<file path="config.mk">
export PLATFORM = sky130hd
export DESIGN_NAME = integ_top
export DESIGN_NICKNAME = d
export VERILOG_FILES = /design/src/rtl/integ_pkg.sv /design/src/rtl/fx_mul.sv /design/src/rtl/fx_addsub.sv /design/src/rtl/integ_ctrl.sv /design/src/rtl/integ_top.sv
export SDC_FILE = /design/constraint.sdc
export NUM_CORES = 2
export LEC_CHECK = 0
export ABC_CLOCK_PERIOD_IN_PS = 6300
export BUFFER_PORTS_ARGS = -buffer_cell sky130_fd_sc_hd__buf_4
export CAP_MARGIN = 0
export CORE_AREA = 2 2 207 209
export CTS_BUF_LIST = sky130_fd_sc_hd__clkbuf_8
export DETAILED_ROUTE_END_ITERATION = 16
export DIE_AREA = 0 0 209 211
export PLACE_DENSITY = 0.8
export SLEW_MARGIN = 20
export SYNTH_ARGS = -nofsm -noshare
export SYNTH_HDL_FRONTEND = slang
export SYNTH_HIERARCHICAL = 1
export SYNTH_SLANG_ARGS = --single-unit
</file>
<file path="constraint.sdc">
create_clock -name clk -period 6.3 [get_ports clk]
set_input_delay 0.63 -clock clk [delete_from_list [all_inputs] [get_ports clk]]
set_output_delay 0.63 -clock clk [all_outputs]
set_load 0.005 [all_outputs]
</file>
<file path="src/rtl/integ_pkg.sv">
package integ_pkg;
  // Schedule slots; one step walks MUL -> MAC -> TRIPLE -> COMMIT
  typedef enum logic [2:0] {
    ST_IDLE   = 3'd0,
    ST_MUL    = 3'd1,
    ST_MAC    = 3'd2,
    ST_TRIPLE = 3'd3,
    ST_COMMIT = 3'd4
  } phase_t;
endpackage

</file>
<file path="src/rtl/fx_mul.sv">
module fx_mul #(
  parameter int W    = 16,
  parameter int FRAC = 8
) (
  input  logic signed [W-1:0] a,
  input  logic signed [W-1:0] b,
  output logic signed [W-1:0] p
);
  localparam int PW = 2 * W;
  logic signed [PW-1:0] full;
  assign full = a * b;
  // keep the middle W bits: arithmetic shift, then truncate
  assign p = W'(full >>> FRAC);
endmodule

</file>
<file path="src/rtl/fx_addsub.sv">
module fx_addsub #(
  parameter int W = 16
) (
  input  logic signed [W-1:0] a,
  input  logic signed [W-1:0] b,
  input  logic                sub,
  output logic signed [W-1:0] s
);
  assign s = sub ? (a - b) : (a + b);
endmodule

</file>
<file path="src/rtl/integ_ctrl.sv">
module integ_ctrl
  import integ_pkg::*;
(
  input  logic   clk,
  input  logic   rst,
  input  logic   start,
  input  logic   go_init,
  input  logic   go_next,
  output phase_t phase,
  output logic   load,
  output logic   done
);
  assign load = (phase == ST_IDLE) && start;

  always_ff @(posedge clk) begin
    if (rst) begin
      phase <= ST_IDLE;
      done  <= 1'b0;
    end else begin
      done <= 1'b0;
      case (phase)
        ST_IDLE: begin
          if (start) begin
            if (go_init) phase <= ST_MUL;
            else         done  <= 1'b1;
          end
        end
        ST_MUL:    phase <= ST_MAC;
        ST_MAC:    phase <= ST_TRIPLE;
        ST_TRIPLE: phase <= ST_COMMIT;
        ST_COMMIT: begin
          if (go_next) begin
            phase <= ST_MUL;
          end else begin
            phase <= ST_IDLE;
            done  <= 1'b1;
          end
        end
        default: phase <= ST_IDLE;
      endcase
    end
  end
endmodule

</file>
<file path="src/rtl/integ_top.sv">
module integ_top
  import integ_pkg::*;
#(
  parameter int W    = 16,
  parameter int FRAC = 8
) (
  input  logic         clk,
  input  logic         rst,
  input  logic         start,
  input  logic [W-1:0] x_init,
  input  logic [W-1:0] y_init,
  input  logic [W-1:0] u_init,
  input  logic [W-1:0] dx_in,
  input  logic [W-1:0] a_init,
  output logic [W-1:0] x_out,
  output logic [W-1:0] y_out,
  output logic [W-1:0] u_out,
  output logic         done
);
  // architectural state
  logic signed [W-1:0] x_q, y_q, u_q, dx_q, a_q;
  // values spanning schedule slots
  logic signed [W-1:0] ud_q, xd_q, xn_q, yn_q, xud_q, t3_q;

  phase_t phase;
  logic   load, go_init, go_next, busy, commit;

  // shared functional units
  logic signed [W-1:0] m0_a, m0_b, m0_p, m1_p;
  logic signed [W-1:0] ad_a, ad_b, ad_s;
  logic                ad_sub;

  assign go_init = $signed(x_init) < $signed(a_init);
  assign go_next = xn_q < a_q;
  assign busy    = (phase != ST_IDLE);
  assign commit  = (phase == ST_COMMIT);

  integ_ctrl u_ctrl (
    .clk     (clk),
    .rst     (rst),
    .start   (start),
    .go_init (go_init),
    .go_next (go_next),
    .phase   (phase),
    .load    (load),
    .done    (done)
  );

  fx_mul #(.W(W), .FRAC(FRAC)) u_mul0 (.a(m0_a), .b(m0_b), .p(m0_p));
  fx_mul #(.W(W), .FRAC(FRAC)) u_mul1 (.a(x_q),  .b(dx_q), .p(m1_p));
  fx_addsub #(.W(W)) u_add (.a(ad_a), .b(ad_b), .sub(ad_sub), .s(ad_s));

  // operand steering per slot
  always_comb begin
    m0_a   = '0;
    m0_b   = '0;
    ad_a   = '0;
    ad_b   = '0;
    ad_sub = 1'b0;
    case (phase)
      ST_MUL: begin
        m0_a = u_q;  m0_b = dx_q;             // u*dx
        ad_a = x_q;  ad_b = dx_q;             // x+dx
      end
      ST_MAC: begin
        m0_a = xd_q; m0_b = u_q;              // (x*dx)*u
        ad_a = y_q;  ad_b = ud_q;             // y+u*dx
      end
      ST_TRIPLE: begin
        ad_a = {xud_q[W-2:0], 1'b0};          // 2p
        ad_b = xud_q;                         // +p
      end
      ST_COMMIT: begin
        ad_a = u_q;  ad_b = t3_q; ad_sub = 1'b1;
      end
      default: ;
    endcase
  end

  always_ff @(posedge clk) begin
    if (rst) begin
      x_q   <= '0; y_q  <= '0; u_q  <= '0;
      dx_q  <= '0; a_q  <= '0;
      ud_q  <= '0; xd_q <= '0; xn_q <= '0;
      yn_q  <= '0; xud_q <= '0; t3_q <= '0;
    end else begin
      if (load) begin
        x_q  <= x_init;
        y_q  <= y_init;
        u_q  <= u_init;
        dx_q <= dx_in;
        a_q  <= a_init;
      end
      case (phase)
        ST_MUL: begin
          ud_q <= m0_p;
          xd_q <= m1_p;
          xn_q <= ad_s;
        end
        ST_MAC: begin
          xud_q <= m0_p;
          yn_q  <= ad_s;
        end
        ST_TRIPLE: t3_q <= ad_s;
        ST_COMMIT: begin
          x_q <= xn_q;
          y_q <= yn_q;
          u_q <= ad_s;
        end
        default: ;
      endcase
    end
  end

  assign x_out = x_q;
  assign y_out = y_q;
  assign u_out = u_q;
endmodule

</file>
# ---- Word level (Yosys, flattened, before mapping)
# Cells that the tools add are included.
dict set report totals {
  out_inout_bits 49
  latchBits 0
  reg_bits 180
  mem_bits_rw 0
  in_bits 83
  word_cells 49
  memories 0
  rom_bits 0
}
dict set report op_classes {
  magnitude_cmp 2
  n_addsub 2
  shift 0
  n_mul 2
  n_eq_ne 6
  bitwise 0
  div 0
  n_mux 20
  n_reduce_logical 4
}
# op n
set op_table {}
lappend op_table {{one-hot mux 16 bit (4 select lines)} 2}
lappend op_table {{2-to-1 mux 16 bit} 7}
lappend op_table {{one-hot mux 16 bit (2 select lines)} 2}
lappend op_table {{multiplier 16 x 16 -> 24 bit} 2}
lappend op_table {{less-than comparator 16 bit} 2}
lappend op_table {{adder 16 bit} 1}
lappend op_table {{subtractor 16 bit} 1}
lappend op_table {{one-hot mux 3 bit (5 select lines)} 1}
lappend op_table {{equality test 3 x 2 -> 1 bit, second input constant} 2}
lappend op_table {{2-to-1 mux 3 bit} 2}
lappend op_table {{2-to-1 mux 1 bit} 5}
lappend op_table {{inequality test 2 bit, second input constant} 2}
lappend op_table {{equality test 3 x 1 -> 1 bit, second input constant} 1}
lappend op_table {{equality test 3 bit, second input constant} 1}
lappend op_table {{zero test 3 bit} 1}
lappend op_table {{one-hot mux 1 bit (2 select lines)} 1}
lappend op_table {{AND reduction 2 bit} 1}
lappend op_table {{nonzero test 2 bit} 1}
lappend op_table {{logical AND 1 bit} 1}

# ---- Longest topological paths before layout
dict set report depth {
  depth_word 5
  depth_mapped 29
  mapped_depth_nobuf 26
}

# ---- Hierarchy
# Netlist, hierarchy kept.
# mod cells_each n_inst area_per_inst_um2
set by_module_without_submodules {}
lappend by_module_without_submodules {integ_top 1031 1 8475.6}
lappend by_module_without_submodules {{fx_mul at u_mul0} 861 1 7494.7}
lappend by_module_without_submodules {{fx_mul at u_mul1} 830 1 7350.8}
lappend by_module_without_submodules {fx_addsub 136 1 989.7}
lappend by_module_without_submodules {integ_ctrl 15 1 165.2}

# ---- Worst setup path before layout
# No wires, ideal clock.
dict set report synth_path {
  path_kind {register -> register}
  from {register u_ctrl.phase[1]}
  to {register ud_q[14]}
  path_buffers 3
  arrival_ns 6.801
  stages_incl_launch_ff 25
  slack_ns -0.572
  cell_sequence {dfxtp_1 or3b_1 buf_2 buf_2 o21ai_1 clkbuf_1 nand2_1 fa_1 fa_1 inv_1 fa_1 fa_1 fa_1 inv_1 fa_1 inv_1 ha_1 nand2_1 o21ai_0 nor2_1 a311oi_2 nor2_1 o311ai_1 nand2_1 a21oi_1}
}
dict set report synth_between {
  elab_chain_len 3
}
# item line_no
set synth_lines {}
lappend synth_lines {{start: declaration} integ_ctrl.sv:9} ;# output phase_t phase,
lappend synth_lines {{start signal: assignment} integ_ctrl.sv:17} ;# phase <= ST_IDLE;
lappend synth_lines {{start signal: assignment} integ_ctrl.sv:24} ;# if (go_init) phase <= ST_MUL;
lappend synth_lines {{start signal: assignment} integ_ctrl.sv:28} ;# ST_MUL: phase <= ST_MAC;
lappend synth_lines {{equality test 3 x 2 -> 1 bit / equality test 3 x 1 -> 1 bit (equally long branches)} integ_top.sv:60} ;# case (phase)
lappend synth_lines {{one-hot mux 16 bit (2 select lines) *} integ_top.sv:60}
lappend synth_lines {{net m0_b[3]} integ_top.sv:29} ;# logic signed [W-1:0] m0_a, m0_b, m0_p, m1_p;
lappend synth_lines {{multiplier 16 x 16 -> 24 bit *} fx_mul.sv:11} ;# assign full = a * b;
lappend synth_lines {{net m0_p[14]} integ_top.sv:29}
lappend synth_lines {{end signal: assignment} integ_top.sv:96} ;# ud_q <= m0_p;
lappend synth_lines {{end: declaration} integ_top.sv:23} ;# logic signed [W-1:0] ud_q, xd_q, xn_q, yn_q, xud_q, t3_q;
# Mark *: on every way through the listed nets, which the timed path passes. The rest lies on a longest branch.
# A chain may end at the register's enable or synchronous reset.

# ---- Final worst setup path
dict set report layout_path {
  from {register u_ctrl.phase[2]}
  to {register xud_q[15]}
}
dict set report layout_between {
  elab_chain_len 3
}
# item line_no
set layout_lines {}
lappend layout_lines {{equality test 3 x 2 -> 1 bit / equality test 3 x 1 -> 1 bit (equally long branches)} integ_top.sv:60}
lappend layout_lines {{one-hot mux 16 bit (2 select lines) *} integ_top.sv:60}
lappend layout_lines {{net m0_b[4]} integ_top.sv:29}
lappend layout_lines {{multiplier 16 x 16 -> 24 bit *} fx_mul.sv:11}
lappend layout_lines {{net m0_p[15]} integ_top.sv:29}
lappend layout_lines {{end signal: assignment} integ_top.sv:101} ;# xud_q <= m0_p;
lappend layout_lines {{end: declaration} integ_top.sv:23}
# Marks and branches as above.

==> key figures <==
Place
  – Dpl cell area: 27400 sq um
  – GP Congestion: slightly below 1
  – PortBufs: approximately 130
  – Placed Cells: around 3600
  – Final HPWL DP: between 50 and 60 mm

Clocking
  – CTS Sinks: 180
  – CTS Buf Count: 17
  – CTS tree: built
  – CTS clk-pin slew, worst paths: 0.13 ns
  – Clock buffer depth: 2
  – Root Buffer: clkbuf_8
  – Latest clock arrival within the worst-skew pair: approximately 0.49 ns
  – H-tree levels: 4

Global routing
  – Largest net degree at the start of global routing: 101
  – First-pass GRT wire length: about 120 mm
  – Initial antenna violation count: 0
  – GRT overflow: 0
  – All-Layer GR Usage: 33.9%
  – Vias in the first global route: roughly 23000

Route
  – Avg WL per Cell: roughly 20 um
  – DR pass1 iterations: 6
  – Via/cell ratio: between 5 and 6
  – Post-route DRC: 0
  – Drt first-iter violations: 1942
  – Routed vias: approximately 21000
  – Post-DRT Antenna Nets: 0
  – Total wire length: 73.9 mm

Setup path
  – Critical path launch point type: flop
  – Critical path class: flop to flop
  – Worst setup EP type: flop
  – R2R setup slack: -0.30 ns
  – Crit path DAT: between 7 and 8 ns
  – Worst Path Required: roughly 6.7 ns
  – CP max FO: 7

Floorplanning
  – Chip Width: 209 um
  – Area of the die: around 44000 sq um
  – Core area: ~42000 sq um
  – Row Count: 75
  – Top Ports: approximately 130
  – Initial core utilization: between 50% and 60%
  – Die H: around 210 um

Timing
  – Setup TNS: -4.24 ns
  – Least-Margin Pin Slew: 1.01 ns
  – Final period utilization: 105%
  – Max-slew headroom: roughly a third
  – Final setup margin: -0.301 ns
  – Final setup violation count: 18
  – Period minus WS final: 6.60 ns
  – Clock Skews: between 0.02 and 0.025 ns
  – Pins Over Slew Limit: 0
  – Final hold violation count: 0
  – RSZ-0062 raised after global routing: yes
  – F_max: around 0.15 GHz

Yosys
  – EDFF count, synth: 0
  – Synth Register Bits: between 150 and 200
  – Post-Syn Area: 24500 sq um
  – Fraction of registers with async set/reset: 0%
  – Synthesized Nets: 3515
  – Top FF cell, synth: dfxtp_1
  – Post-synthesis sequential area ratio: 14.7%
  – Syn_area_per_cell: 8.52 sq um
  – Post-Syn Instances: 2873
  – Synth warn: 6
  – Distinct cells, synth: 70

Pwr
  – Pwr per Cell Area: approximately 150 nW/um^2
  – Leak pwr: around 14 nW
  – Max VDD drop: approximately 0.19 mV
  – Sequential share of power: a little under a third
  – Net Switching: 2.01 mW
  – Cell-internal power: 2.46 mW
  – Clock share of power: approximately a fifth
  – Switching Share: approximately 45%
  – Comb pwr share: roughly half
  – Overall Power: approximately 4.5 mW

Flow run
  – MaxCap Viol Count: 0

Final layout
  – Fillers: ~3100
  – Post-route cell area: approximately 29000 sq um
  – FF/Latch Area: 3620 sq um
  – Layout area overhead: 18.4%
  – Share of cells above drive strength 1: just under 20%
  – Area taken by multi-input logic gates: approximately 19000 sq um
  – Non-filler cells, final: around 3700
  – Number of nets in the layout: approximately 3800
  – Layout Utilization: 69.4%

Hold path
  – HP Class: input pin to flop

Status
  – Failing checks: setup timing
  – Outcome: finished, violations left
-- routing by layer --
layer / vias up / track usage [%] / part of all wire [%]
met4: 0 / 18.4 / 6.2
li1: 9409 / - / -
met1: 10500 / 41.9 / 38
met3: 264 / 4.61 / 7.5
met5: - / 0 / 0
met2: 1106 / 57.8 / 49
-- worst paths after layout --
check / depth (start not counted) / from / end
worst max-delay path: 25 / u_ctrl/phase[2]$_SDFFE_PP0P_ / xud_q[15]$_SDFFE_PP0N_
worst min-delay path: 3 / dx_in[1] / dx_q[1]$_SDFFE_PP0P_
worst max register to register: 25 / u_ctrl/phase[2]$_SDFFE_PP0P_ / xud_q[15]$_SDFFE_PP0N_
worst min register to register: 2 / t3_q[13]$_SDFFE_PP0N_ / t3_q[13]$_SDFFE_PP0N_
-- worst max-delay path: stages, from the launching register on --
cell and delay (ns):
dfxtp_4 0.39, and2b_2 0.24, nor2b_4 0.16, buf_6 0.12, buf_6 0.11, nand2_4 0.09, o21ai_4 0.12, buf_4 0.17
and2_1 0.16, fa_1 0.49, inv_1 0.06, fa_1 0.54, inv_1 0.06, fa_2 0.53, fa_1 0.43, fa_1 0.57
fa_1 0.46, ha_4 0.31, nand3_4 0.10, nor2_4 0.10, nand4b_1 0.28, a311oi_4 0.42, a311o_1 0.27, xor2_2 0.16
nand2_1 0.06, a21oi_1 0.15
-- sequential cells by signal, indices dropped and copies added, names as in the netlist --
| signal | cells |
|---|---|
| u_ctrl/phase | 3 |
| yn_q | 16 |
| xn_q | 16 |
| dx_q | 16 |
| ud_q | 16 |
| u_ctrl/done | 1 |
| xud_q | 16 |
| u_out | 16 |
| t3_q | 16 |
| x_out | 16 |
| a_q | 16 |
| y_out | 16 |
| xd_q | 16 |
-- synthesized netlist by cell type, types with 39 or more instances --
cell type	n	area [sq um]
a211oi_2	45	563
inv_1	529	1990
clkbuf_1	92	345
buf_2	39	195
dfxtp_1	180	3600
mux2i_1	81	811
and2_1	192	1200
a21oi_1	144	721
nand2_1	508	1910
nor2_1	122	458
ha_1	186	2330
fa_1	373	7470
xnor2_1	74	648
-- layout by cell type (no fill, tap or decap), types with 20 or more instances in the layout --
| cell | count |
|---|---|
| a211oi_2 | 44 |
| dfxtp_1 | 172 |
| xor2_1 | 22 |
| xnor2_1 | 68 |
| o21ai_1 | 21 |
| a21oi_1 | 137 |
| and2_1 | 185 |
| fa_1 | 361 |
| nand2_1 | 490 |
| nand3_1 | 28 |
| mux2i_1 | 81 |
| ha_1 | 171 |
| buf_6 | 35 |
| nand2b_1 | 20 |
| inv_1 | 511 |
| a22oi_1 | 33 |
| buf_4 | 336 |
| nor2_1 | 117 |
-- cell families (layout without fill, tap and decap cells) --
family,Yosys count,in the layout,share of synthesized area (%)
compound gates,360,360,10.5
xor+xnor,101,101,3.67
fa+ha+maj,559,559,40.0
buf+inv,673,950,10.8
flops,180,180,14.7
mux,81,81,3.31
other cells,0,1,0
simple gates,919,920,17.0
-- through the flow --
stage,setup slack (ns),hold WS (ns)
finish,-0.301,0.379
CTS,-0.263,0.371
global placement,-0.401,0.444
floorplan,0.00158,0.436
detailed placement,-0.499,0.450
global route,-0.494,0.370
-- timing repair --
item	in CTS	in global routing
setup endpoints to repair	28	32
pin swaps	31	77
setup buffers	24	20
gates resized for setup	49	120
gates cloned	3	2
hold buffers	0	0
-- cell type report --
cell class	count	area share [%]
multi-input combinational	2021	65.5
sequential	180	12.5
timing repair buffer	388	11.2
inverter	530	6.86
tap	539	2.33
clock buffer	17	0.807
clock inverter	15	0.803
antenna	1	0.00863
-- power groups by stage --
stage	Combinational [mW]	Clock (mW)	Sequential, mW
after floorplan	1.33	0	1.33
after global placement	1.99	0	1.37
after detailed placement	2.05	0	1.38
after CTS	2.11	0.916	1.35
after global routing	2.36	0.962	1.37
final	2.19	0.915	1.36
(Power assumes the default switching activity.)
